$ cat config.mk
export PLATFORM = sky130hd
export DESIGN_NAME = iadc_conv_seq
export DESIGN_NICKNAME = d
export VERILOG_FILES = /design/src/rtl/iadc_seq_pkg.sv /design/src/rtl/iadc_term_cnt.sv /design/src/rtl/iadc_release_tmr.sv /design/src/rtl/iadc_conv_seq.sv
export SDC_FILE = /design/constraint.sdc
export NUM_CORES = 1
export LEC_CHECK = 0
export ABC_CLOCK_PERIOD_IN_PS = 3900
export BUFFER_PORTS_ARGS = -buffer_cell sky130_fd_sc_hd__buf_2
export CORE_ASPECT_RATIO = 0.9
export CORE_UTILIZATION = 35
export DETAILED_ROUTE_END_ITERATION = 16
export HOLD_SLACK_MARGIN = 0.05
export SLEW_MARGIN = 40
export SYNTH_ARGS = -nofsm -noshare
export SYNTH_HDL_FRONTEND = slang
export SYNTH_SLANG_ARGS = --single-unit
$ cat constraint.sdc
create_clock -name clk -period 3.9 [get_ports clk]
set_input_delay 0.195 -clock clk [delete_from_list [all_inputs] [get_ports clk]]
set_output_delay 0.195 -clock clk [all_outputs]
set_load 0.02 [all_outputs]
$ cat src/rtl/iadc_seq_pkg.sv
`timescale 1ns/1ps
package iadc_seq_pkg;
   typedef enum logic [1:0] {
      PH_RUN    = 2'd0,
      PH_SETTLE = 2'd1,
      PH_SYNC   = 2'd2
   } seq_phase_t;

   function automatic int unsigned full_count(input int unsigned width);
      return 32'd1 << width;
   endfunction
endpackage

$ cat src/rtl/iadc_term_cnt.sv
`timescale 1ns/1ps
module iadc_term_cnt #(
   parameter int CNT_W = 8
) (
   input  logic             clk,
   input  logic             rst_n,
   input  logic             load,
   input  logic [CNT_W-1:0] count_sel,
   output logic             zero_o,
   output logic             first_o
);
   localparam int LOAD_W = CNT_W + 1;
   localparam logic [LOAD_W-1:0] FULL = LOAD_W'(iadc_seq_pkg::full_count(CNT_W));

   logic [LOAD_W-1:0] cnt_q;
   logic [LOAD_W-1:0] len_q;
   logic [LOAD_W-1:0] load_val;

   always_comb begin
      if (count_sel == '0) load_val = FULL;
      else                 load_val = {1'b0, count_sel};
   end

   always_ff @(posedge clk or negedge rst_n) begin
      if (!rst_n) begin
         cnt_q <= '0;
         len_q <= '0;
      end else if (load) begin
         cnt_q <= load_val;
         len_q <= load_val;
      end else if (cnt_q != '0) begin
         cnt_q <= cnt_q - 1'b1;
      end
   end

   assign zero_o  = (cnt_q == '0);
   assign first_o = (cnt_q != '0) && (cnt_q == len_q);
endmodule

$ cat src/rtl/iadc_release_tmr.sv
`timescale 1ns/1ps
module iadc_release_tmr #(
   parameter int SET_W          = 4,
   parameter int SETTLE_DEFAULT = 2,
   parameter int SYNC_STAGES    = 2
) (
   input  logic             clk,
   input  logic             rst_n,
   input  logic             arm,
   input  logic             in_settle,
   input  logic             in_sync,
   input  logic [SET_W-1:0] settle_sel,
   output logic             settle_done,
   output logic             sync_done
);
   logic [SET_W-1:0]       scnt_q;
   logic [SET_W-1:0]       dly;
   logic [SYNC_STAGES-1:0] sr_q;
   logic                   release_lvl;

   always_comb begin
      if (settle_sel == '0) dly = SET_W'(SETTLE_DEFAULT);
      else                  dly = settle_sel;
   end

   always_ff @(posedge clk or negedge rst_n) begin
      if (!rst_n)                          scnt_q <= '0;
      else if (arm)                        scnt_q <= dly - 1'b1;
      else if (in_settle && scnt_q != '0)  scnt_q <= scnt_q - 1'b1;
   end

   assign settle_done = in_settle && (scnt_q == '0);
   assign release_lvl = settle_done || in_sync;

   for (genvar g = 0; g < SYNC_STAGES; g++) begin : g_sync
      if (g == 0) begin : g_head
         always_ff @(posedge clk or negedge rst_n) begin
            if (!rst_n) sr_q[0] <= 1'b0;
            else        sr_q[0] <= release_lvl;
         end
      end else begin : g_tail
         always_ff @(posedge clk or negedge rst_n) begin
            if (!rst_n) sr_q[g] <= 1'b0;
            else        sr_q[g] <= in_sync && sr_q[g-1];
         end
      end
   end

   assign sync_done = in_sync && sr_q[SYNC_STAGES-1];
endmodule

$ cat src/rtl/iadc_conv_seq.sv
`timescale 1ns/1ps
module iadc_conv_seq #(
   parameter int CNT_W          = 8,
   parameter int SET_W          = 4,
   parameter int SETTLE_DEFAULT = 2,
   parameter int SYNC_STAGES    = 2
) (
   input  logic             clk,
   input  logic             rst_n,
   input  logic [CNT_W-1:0] count_sel,
   input  logic [SET_W-1:0] settle_sel,
   output logic             sample_hold,
   output logic             conv_reset,
   output logic             clk_enable,
   output logic             conv_start
);
   import iadc_seq_pkg::*;

   localparam int SET_MAX = (1 << SET_W) - 1;

   if (CNT_W < 1) begin : g_bad_cnt
      $error("CNT_W must be at least 1");
   end
   if (SYNC_STAGES < 1) begin : g_bad_sync
      $error("SYNC_STAGES must be at least 1");
   end
   if (SETTLE_DEFAULT < 1 || SETTLE_DEFAULT > SET_MAX) begin : g_bad_def
      $error("SETTLE_DEFAULT out of range for SET_W");
   end

   seq_phase_t phase_q, phase_d;
   logic zero, first, tc, load, settle_done, sync_done;
   logic running;

   assign running = (phase_q == PH_RUN);
   assign tc      = running && zero;
   assign load    = (phase_q == PH_SYNC) && sync_done;

   iadc_term_cnt #(.CNT_W(CNT_W)) u_cnt (
      .clk       (clk),
      .rst_n     (rst_n),
      .load      (load),
      .count_sel (count_sel),
      .zero_o    (zero),
      .first_o   (first)
   );

   iadc_release_tmr #(
      .SET_W          (SET_W),
      .SETTLE_DEFAULT (SETTLE_DEFAULT),
      .SYNC_STAGES    (SYNC_STAGES)
   ) u_rel (
      .clk         (clk),
      .rst_n       (rst_n),
      .arm         (tc),
      .in_settle   (phase_q == PH_SETTLE),
      .in_sync     (phase_q == PH_SYNC),
      .settle_sel  (settle_sel),
      .settle_done (settle_done),
      .sync_done   (sync_done)
   );

   always_comb begin
      phase_d = phase_q;
      unique case (phase_q)
         PH_RUN:    if (tc)          phase_d = PH_SETTLE;
         PH_SETTLE: if (settle_done) phase_d = PH_SYNC;
         PH_SYNC:   if (sync_done)   phase_d = PH_RUN;
         default:                    phase_d = PH_RUN;
      endcase
   end

   always_ff @(posedge clk or negedge rst_n) begin
      if (!rst_n) phase_q <= PH_RUN;
      else        phase_q <= phase_d;
   end

   // rst_n low clears the counter to zero, so the outputs take the sample state at once
   assign sample_hold = tc;
   assign clk_enable  = running && !zero;
   assign conv_reset  = !clk_enable;
   assign conv_start  = running && first;
endmodule

==> reports/qor.txt, run 1 <==
run status: finished, final reports clean
slowest stage delay, CP: 0.42 ns
CP max FO: 6
post-route ant nets: 0
postcts setup bufs: 0
sequential cell area fraction in the yosys report: 0.453
fin cells: 222
asr flop ratio synth: 1.00
post-layout util: 0.421
Final nets: 193
GP Congestion: 0.802
CTS Buffer Depth: 2
total grt overflow: 0
gr usage total: 0.153
CTS Sinks: 26
Reg clk slew, reported paths: 0.09 ns
Tcrit/Tclk final: 0.603
Mean Syn Cell Area: 8.99 µm²
Die H: 62.8 µm
RSZ-0062 raised after global routing: false
critical path data arrival time: 2.51 ns
Synth Register Bits: 26
Mapped Cells: 160
Final min period: 2.35 ns
simple-gate share of the synthesized area: 0.288
Synth Net Count: 176
layout cells sized above 1: 0.142
Initial DRC Count: 72
Hold WS: 0.150 ns
Post-synth EDFFs: 0
Hold WC Path Type: in2reg
hpwl dp: 2360 µm
worst skew pair latency: 0.27 ns
first-pass GRT wire length: 5310 µm
crit path kind: reg2reg
I/O Pins: 18
Post-Synth XOR/XNOR Area: 0.0670
Max-slew headroom: 0.611
proportion of synthesized area in mux cells: 0.0357
cell area after synthesis: 0.00144 mm²
Die ar.: 0.00437 mm²
Die Wd: 69.6 µm
Max Freq: 425 MHz
Slew @ Worst Pin: 0.584 ns
largest family of logic cells by synthesized area: simple AND/OR/NAND/NOR gates
Slew Limit Fails: 0
peak supply drop: 0.157 mV
Clock Tree Root: clkbuf_8
IO buf count: 17
Starting Density: 0.375
Post-Place Cells: 217
drt first pass iters: 4
Synth Flop Type: dfrtp_1
Critical Path Most Common Cell: ha_1
H-tree lvl count: 1
Yosys warning total: 0
Crit path required time: 4.06 ns
Core Area: 0.00384 mm²
initial antenna violation count: 0
drt wl/cell: 14.0 µm
CTS tree: built
Fin. Hold Viols: 0
max_cap viols: 0
Adder-Cell Fraction of Synth Area: 0.0174
cell row count: 21
DRC: 0
kind of end point of the critical path: register
# setup viols final: 0
Pwr Density: 287 mW/mm²
n_diodes: 0
CP max-delay cell: dfrtp_1
Vias/cell: 5.12
Pwr Total: 0.000464 W
area grow syn2layout: 12.4%
setup TNS: 0 ns
via count: 1137
worst clock skew: 0.00748 ns
post-synthesis compound-gate area fraction: 0.101
static leakage: 0.709 nW
number of buffers created by CTS: 3
post-synthesis cell type count: 42
vias in the first global route: 1159
largest net degree at the start of global routing: 27
Routed WL: 3120 µm
crit-path cells: inv_1, ha_1, nor4b_2, nand3_2, mux2_1, ha_1, nor2_1, nand2_1, o221ai_1, a31oi_1
CP Launch Type: register
[placed cells by master (no fill, tap or decap), types with 2 or more instances in the layout]
cell type  instances
a21oi_1            4
and2_1             3
buf_2             17
clkbuf_8           4
dfrtp_1           26
ha_1               2
inv_1              7
mux2i_1            4
nand2_1           36
nand2b_1           3
nand3_1            7
nor2_1             9
nor2b_1            2
nor3_1             5
nor3b_1            2
nor4_1             5
o21ai_0            3
o21ai_1            3
o31a_1             2
o31ai_1            2
xnor2_1            7
xor2_1             4
[worst paths after layout]
path	start	end	slack (ns)	cells after the start
worst min-delay path	count_sel[4]	u_cnt.len_q[4]	0.15	3
worst max register to register	u_cnt.cnt_q[0]	u_rel.scnt_q[2]	1.55	10
min in group asynchronous	rst_n	u_cnt.len_q[7]	0.45	2
max in group asynchronous	rst_n	u_cnt.cnt_q[0]	3.06	2
worst min register to register	u_rel.sr_q[0]	u_rel.sr_q[1]	0.46	1
worst max-delay path	u_cnt.cnt_q[0]	u_rel.scnt_q[2]	1.55	10
[cell usage after synthesis (2+ instances only)]
cell / instances / area, µm²
nor4_1: 5 / 31.3
nand2_1: 36 / 135
clkbuf_1: 3 / 11.3
o21ai_0: 3 / 15.0
nand2b_1: 3 / 18.8
nand3_1: 7 / 35.0
ha_1: 2 / 25.0
o21ai_1: 3 / 15.0
mux2i_1: 4 / 40.0
nor3b_1: 2 / 15.0
dfrtp_1: 26 / 651
a21oi_1: 4 / 20.0
and2_1: 3 / 18.8
nor2b_1: 2 / 12.5
inv_1: 7 / 26.3
o31ai_1: 2 / 15.0
o31a_1: 2 / 17.5
xnor2_1: 7 / 61.3
xor2_1: 4 / 35.0
nor2_1: 9 / 33.8
nor3_1: 5 / 25.0
[worst max-delay path, delay by kind of cell (launching register included)]
kind                     cells  cell delay (ns)
AO/OA/AOI/OAI                2             0.23
adder cells (fa/ha/maj)      2             0.43
flip-flops                   1             0.42
AND/OR/NAND/NOR              4             0.70
buffers and inverters        1             0.11
multiplexers                 1             0.36
[cell type report]
class / count / area [µm²]
clock buffer: 4 / 55.1
fill: 394 / 2220
inverter: 7 / 26.3
multi-input combinational: 121 / 732
sequential: 26 / 651
tap: 46 / 57.6
timing repair buffer: 18 / 95.1
[through the flow]
stage,cell area [µm²],worst slack (ns)
after floorplan,1440,1.74
after global placement,1550,1.65
after detailed placement,1550,1.53
final,1620,1.55
after CTS,1620,1.53
after global routing,1620,1.30
[report_power, final]
group / internal (W) / switching [W] / total (W)
Combinational: 0.00000812 / 0.0000120 / 0.0000201
Sequential: 0.000270 / 0.00000171 / 0.000272
Clock: 0.0000902 / 0.0000815 / 0.000172
Total: 0.000369 / 0.0000953 / 0.000464
[state kept, by name (all words and copies together), names as in the netlist]
signal and count:
u_rel.sr_q 2, u_cnt.len_q 9, u_rel.scnt_q 4, phase_q 2
u_cnt.cnt_q 9
[timing repair]
item                                   4_1_cts  5_1_grt
hold buffers                                 1        0
gates resized for setup                      0        0
endpoints found under the hold margin       26        0
[layer usage]
| metal | track usage | part of all wire | vias to the layer above | routed length, µm |
|---|---|---|---|---|
| met2 | 0.257 | 0.48 | 26 | 1500 |
| met3 | 0.0371 | 0.037 | 2 | 115 |
| li1 | - | - | 581 | - |
| met5 | 0 | 0 | - | 0 |
| met4 | 0.0306 | 0.0051 | 0 | 16 |
| met1 | 0.201 | 0.48 | 528 | 1490 |
[kinds of logic after synthesis]
logic type,after synthesis
compound gates,22
xor+xnor,11
fa+ha+maj,2
buf+inv,13
flops,26
mux,5
simple gates,81
Note: power is estimated with default switching activity, not from simulation.
==> inputs of run 2 (changes only) <==
--- a/config.mk
+++ b/config.mk
@@ -5,7 +5,8 @@
 export SDC_FILE = /design/constraint.sdc
 export NUM_CORES = 1
 export LEC_CHECK = 0
-export ABC_CLOCK_PERIOD_IN_PS = 3900
+export ABC_AREA = 1
+export ABC_CLOCK_PERIOD_IN_PS = 2200
 export BUFFER_PORTS_ARGS = -buffer_cell sky130_fd_sc_hd__buf_2
 export CORE_ASPECT_RATIO = 0.9
 export CORE_UTILIZATION = 35
==> constraint.sdc (replaced) <==
create_clock -name clk -period 2.2 [get_ports clk]
set_input_delay 0.11 -clock clk [delete_from_list [all_inputs] [get_ports clk]]
set_output_delay 0.11 -clock clk [all_outputs]
set_load 0.02 [all_outputs]
==> run 2 against run 1 <==
  * Clock skew is 0.0025 ns lower
  * Worst setup slack worse by 1.3 ns
  * Routed wire length is 8.7% lower
  * Highest routed layer unchanged
  * Non-clock buffer count is 1 higher
==> reports/qor.txt, run 2 <==
largest net degree at the start of global routing: 27 (unchanged)
Slew @ Worst Pin: 0.578 ns (-0.00584 ns)
kind of end point of the critical path: output pin
asr flop ratio synth: 1.00 (unchanged)
critical path data arrival time: 1.81 ns (-0.70 ns)
run status: finished, final reports clean
Synth Register Bits: 26 (unchanged)
worst clock skew: 0.00501 ns (-0.00247 ns)
Core Area: 0.00384 mm² (unchanged)
CP Launch Type: register
commonest cells after routing, fill and taps aside: nand2_1, inv_1, dfrtp_1, buf_2, nor2_1
Die Wd: 69.7 µm (+0.17%)
Synth Net Count: 193 (+9.7%)
drt first pass iters: 4 (unchanged)
vias in the first global route: 1046 (-9.7%)
drt wl/cell: 11.6 µm (-17%)
I/O Pins: 18 (unchanged)
initial antenna violation count: 0 (unchanged)
CTS tree: built
DRC: 0 (unchanged)
total grt overflow: 0 (unchanged)
Post-synth top cells: nand2_1, inv_1, dfrtp_1, nor2_1, nand4_1
Fin. Hold Viols: 0 (unchanged)
Internal: 0.000733 W (+99%)
Final nets: 216 (+12%)
sw frac: 0.186 (-0.0196)
area grow syn2layout: 15.7%
layout cells sized above 1: 0.176 (+0.0338)
CTS Sinks: 26 (unchanged)
cell with the most instances after synthesis: nand2_1
# fillers: 406 (+3.0%)
post-synth top area share: 0.451 (-0.00157)
CP Launch Point: u_cnt.cnt_q[0]
setup TNS: 0 ns (unchanged)
first-pass GRT wire length: 4930 µm (-7.2%)
via count: 1122 (-1.3%)
Critical R2R Launch: u_cnt.cnt_q[0]
Die H: 62.9 µm (+0.17%)
P_sw: 0.000167 W (+76%)
Die ar.: 0.00438 mm² (+0.34%)
hpwl dp: 2270 µm (-3.8%)
post-synthesis cell type count: 28 (-33%)
sequential cell area fraction in the yosys report: 0.451 (-0.00157)
n_diodes: 0 (unchanged)
Gate power share: 0.032 (-0.011)
IO buf count: 17 (unchanged)
Tcrit/Tclk final: 0.872
DP Area: 0.00159 mm² (+2.3%)
Clk pwr share: 0.436 (+0.066)
Final min period: 1.92 ns
max_cap viols: 0 (unchanged)
Routed WL: 2850 µm (-8.7%)
Clock Tree Root: clkbuf_8
Slew Limit Fails: 0 (unchanged)
Starting Density: 0.376 (+0.00130)
cell area after synthesis: 0.00144 mm² (+0.35%)
# setup viols final: 0 (unchanged)
number of buffers created by CTS: 3 (unchanged)
Synth Flop Type: dfrtp_1
Yosys warning total: 0 (unchanged)
Crit path required time: 2.09 ns (-1.97 ns)
# resized after CTS: 0 (unchanged)
Mean Syn Cell Area: 8.15 µm² (-9.3%)
Reg clk slew, reported paths: 0.09 ns (about the same)
Hold WC Path Type: in2reg
CTS Buffer Depth: 2 (unchanged)
H-tree lvl count: 1 (unchanged)
hold path startpoint: count_sel[2]
Pwr Density: 539 mW/mm² (+88%)
Initial DRC Count: 65 (-9.7%)
RSZ-0062 raised after global routing: false
cell row count: 21 (unchanged)
top flop regs: u_cnt.cnt_q: 9 flops, u_cnt.len_q: 9 flops, u_rel.scnt_q: 4 flops
peak supply drop: 0.397 mV (+150%)
post-layout instance area: 0.00167 mm² (+3.3%)
top area cells in the synthesized netlist: dfrtp_1, nand2_1, inv_1, xnor2_1, nand4_1
Post-synth EDFFs: 0 (unchanged)
largest area contributor in the netlist: dfrtp_1
crit path kind: reg2out
Max Freq: 521 MHz
Vias/cell: 4.58 (-11%)
Max-slew headroom: 0.614 (+0.00389)
post-route ant nets: 0 (unchanged)
Mapped Cells: 177 (+11%)
Seq pwr share: 0.532 (-0.054)
CP max FO: 7 (+1)
static leakage: 0.855 nW (+21%)
worst skew pair latency: 0.27 ns (about the same)
GP Congestion: 0.860 (+7.2%)
most common cell after layout, fill and taps aside: nand2_1
gr usage total: 0.141 (-0.0125)
-- run 2: area by class of cell --
type | instances | area (µm²) | area share
tap | 46 | 57.6 | 0.0345
timing repair buffer | 19 | 103 | 0.0615
sequential | 26 | 651 | 0.390
inverter | 28 | 105 | 0.0630
multi-input combinational | 122 | 682 | 0.409
clock inverter | 1 | 30.0 | 0.0180
clock buffer | 3 | 41.3 | 0.0247
-- run 2: worst max-delay path, stage by stage, from the launching register on --
cell and delay (ns):
dfrtp_1 0.41, inv_1 0.08, ha_1 0.27, nand2_4 0.13
nor2_8 0.06, nand2_1 0.11, inv_1 0.06, nor2_1 0.11
inv_1 0.06, nor2_1 0.09, buf_2 0.17
-- run 2: metal layers --
| metal | wire [µm] | share of wire | GRT usage |
|---|---|---|---|
| met3 | 113 | 0.040 | 0.0403 |
| met1 | 1520 | 0.53 | 0.206 |
| met2 | 1200 | 0.42 | 0.209 |
| met4 | 14 | 0.0049 | 0.0225 |
| met5 | 0 | 0 | 0 |
-- run 2: timing repair --
item                                    in CTS  in global routing
setup buffers                                0                  0
endpoints found under the hold margin       26                  0
hold buffers                                 1                  0
endpoints found under the setup margin       0                  0
-- run 2: power by group through the flow --
stage	sequential [W]	combinational, W	clock [W]
2_1_floorplan	0.000488	0.00000425	0
4_1_cts	0.000479	0.0000304	0.000408
5_1_grt	0.000479	0.0000332	0.000424
3_3_place_gp	0.000488	0.0000283	0
6_report	0.000479	0.0000290	0.000392
3_5_place_dp	0.000489	0.0000290	0
-- run 2: worst paths after layout --
check / slack, ns / cells past startpoint / to
max in group asynchronous: 1.46 / 2 / u_cnt.cnt_q[0]
max reg2reg: 0.32 / 11 / u_rel.scnt_q[2]
min in group asynchronous: 0.36 / 2 / u_cnt.len_q[0]
min: 0.08 / 3 / u_cnt.len_q[2]
max: 0.28 / 10 / conv_start
min reg2reg: 0.48 / 1 / phase_q[1]
-- run 2: logic make-up (layout without fill, tap and decap cells) --
logic type      after synthesis  after routing  synth area share
flops                        26             26             0.451
buf+inv                      29             51            0.0763
simple gates                 93             93             0.324
xor+xnor                     12             12            0.0729
compound gates               15             15            0.0590
fa+ha+maj                     2              2            0.0173
-- run 2: metrics by stage --
stage	worst slack [ns]	power, W	hold WS, ns	utilization	std cells
global route	0.101	0.000936	0.0775	0.435	245
CTS	0.261	0.000918	0.0685	0.435	245
global placement	0.396	0.000517	0.145	0.414	240
detailed placement	0.331	0.000517	0.151	0.414	240
floorplan	0.238	0.000493	-0.186	-	177
finish	0.282	0.000900	0.0797	0.435	245
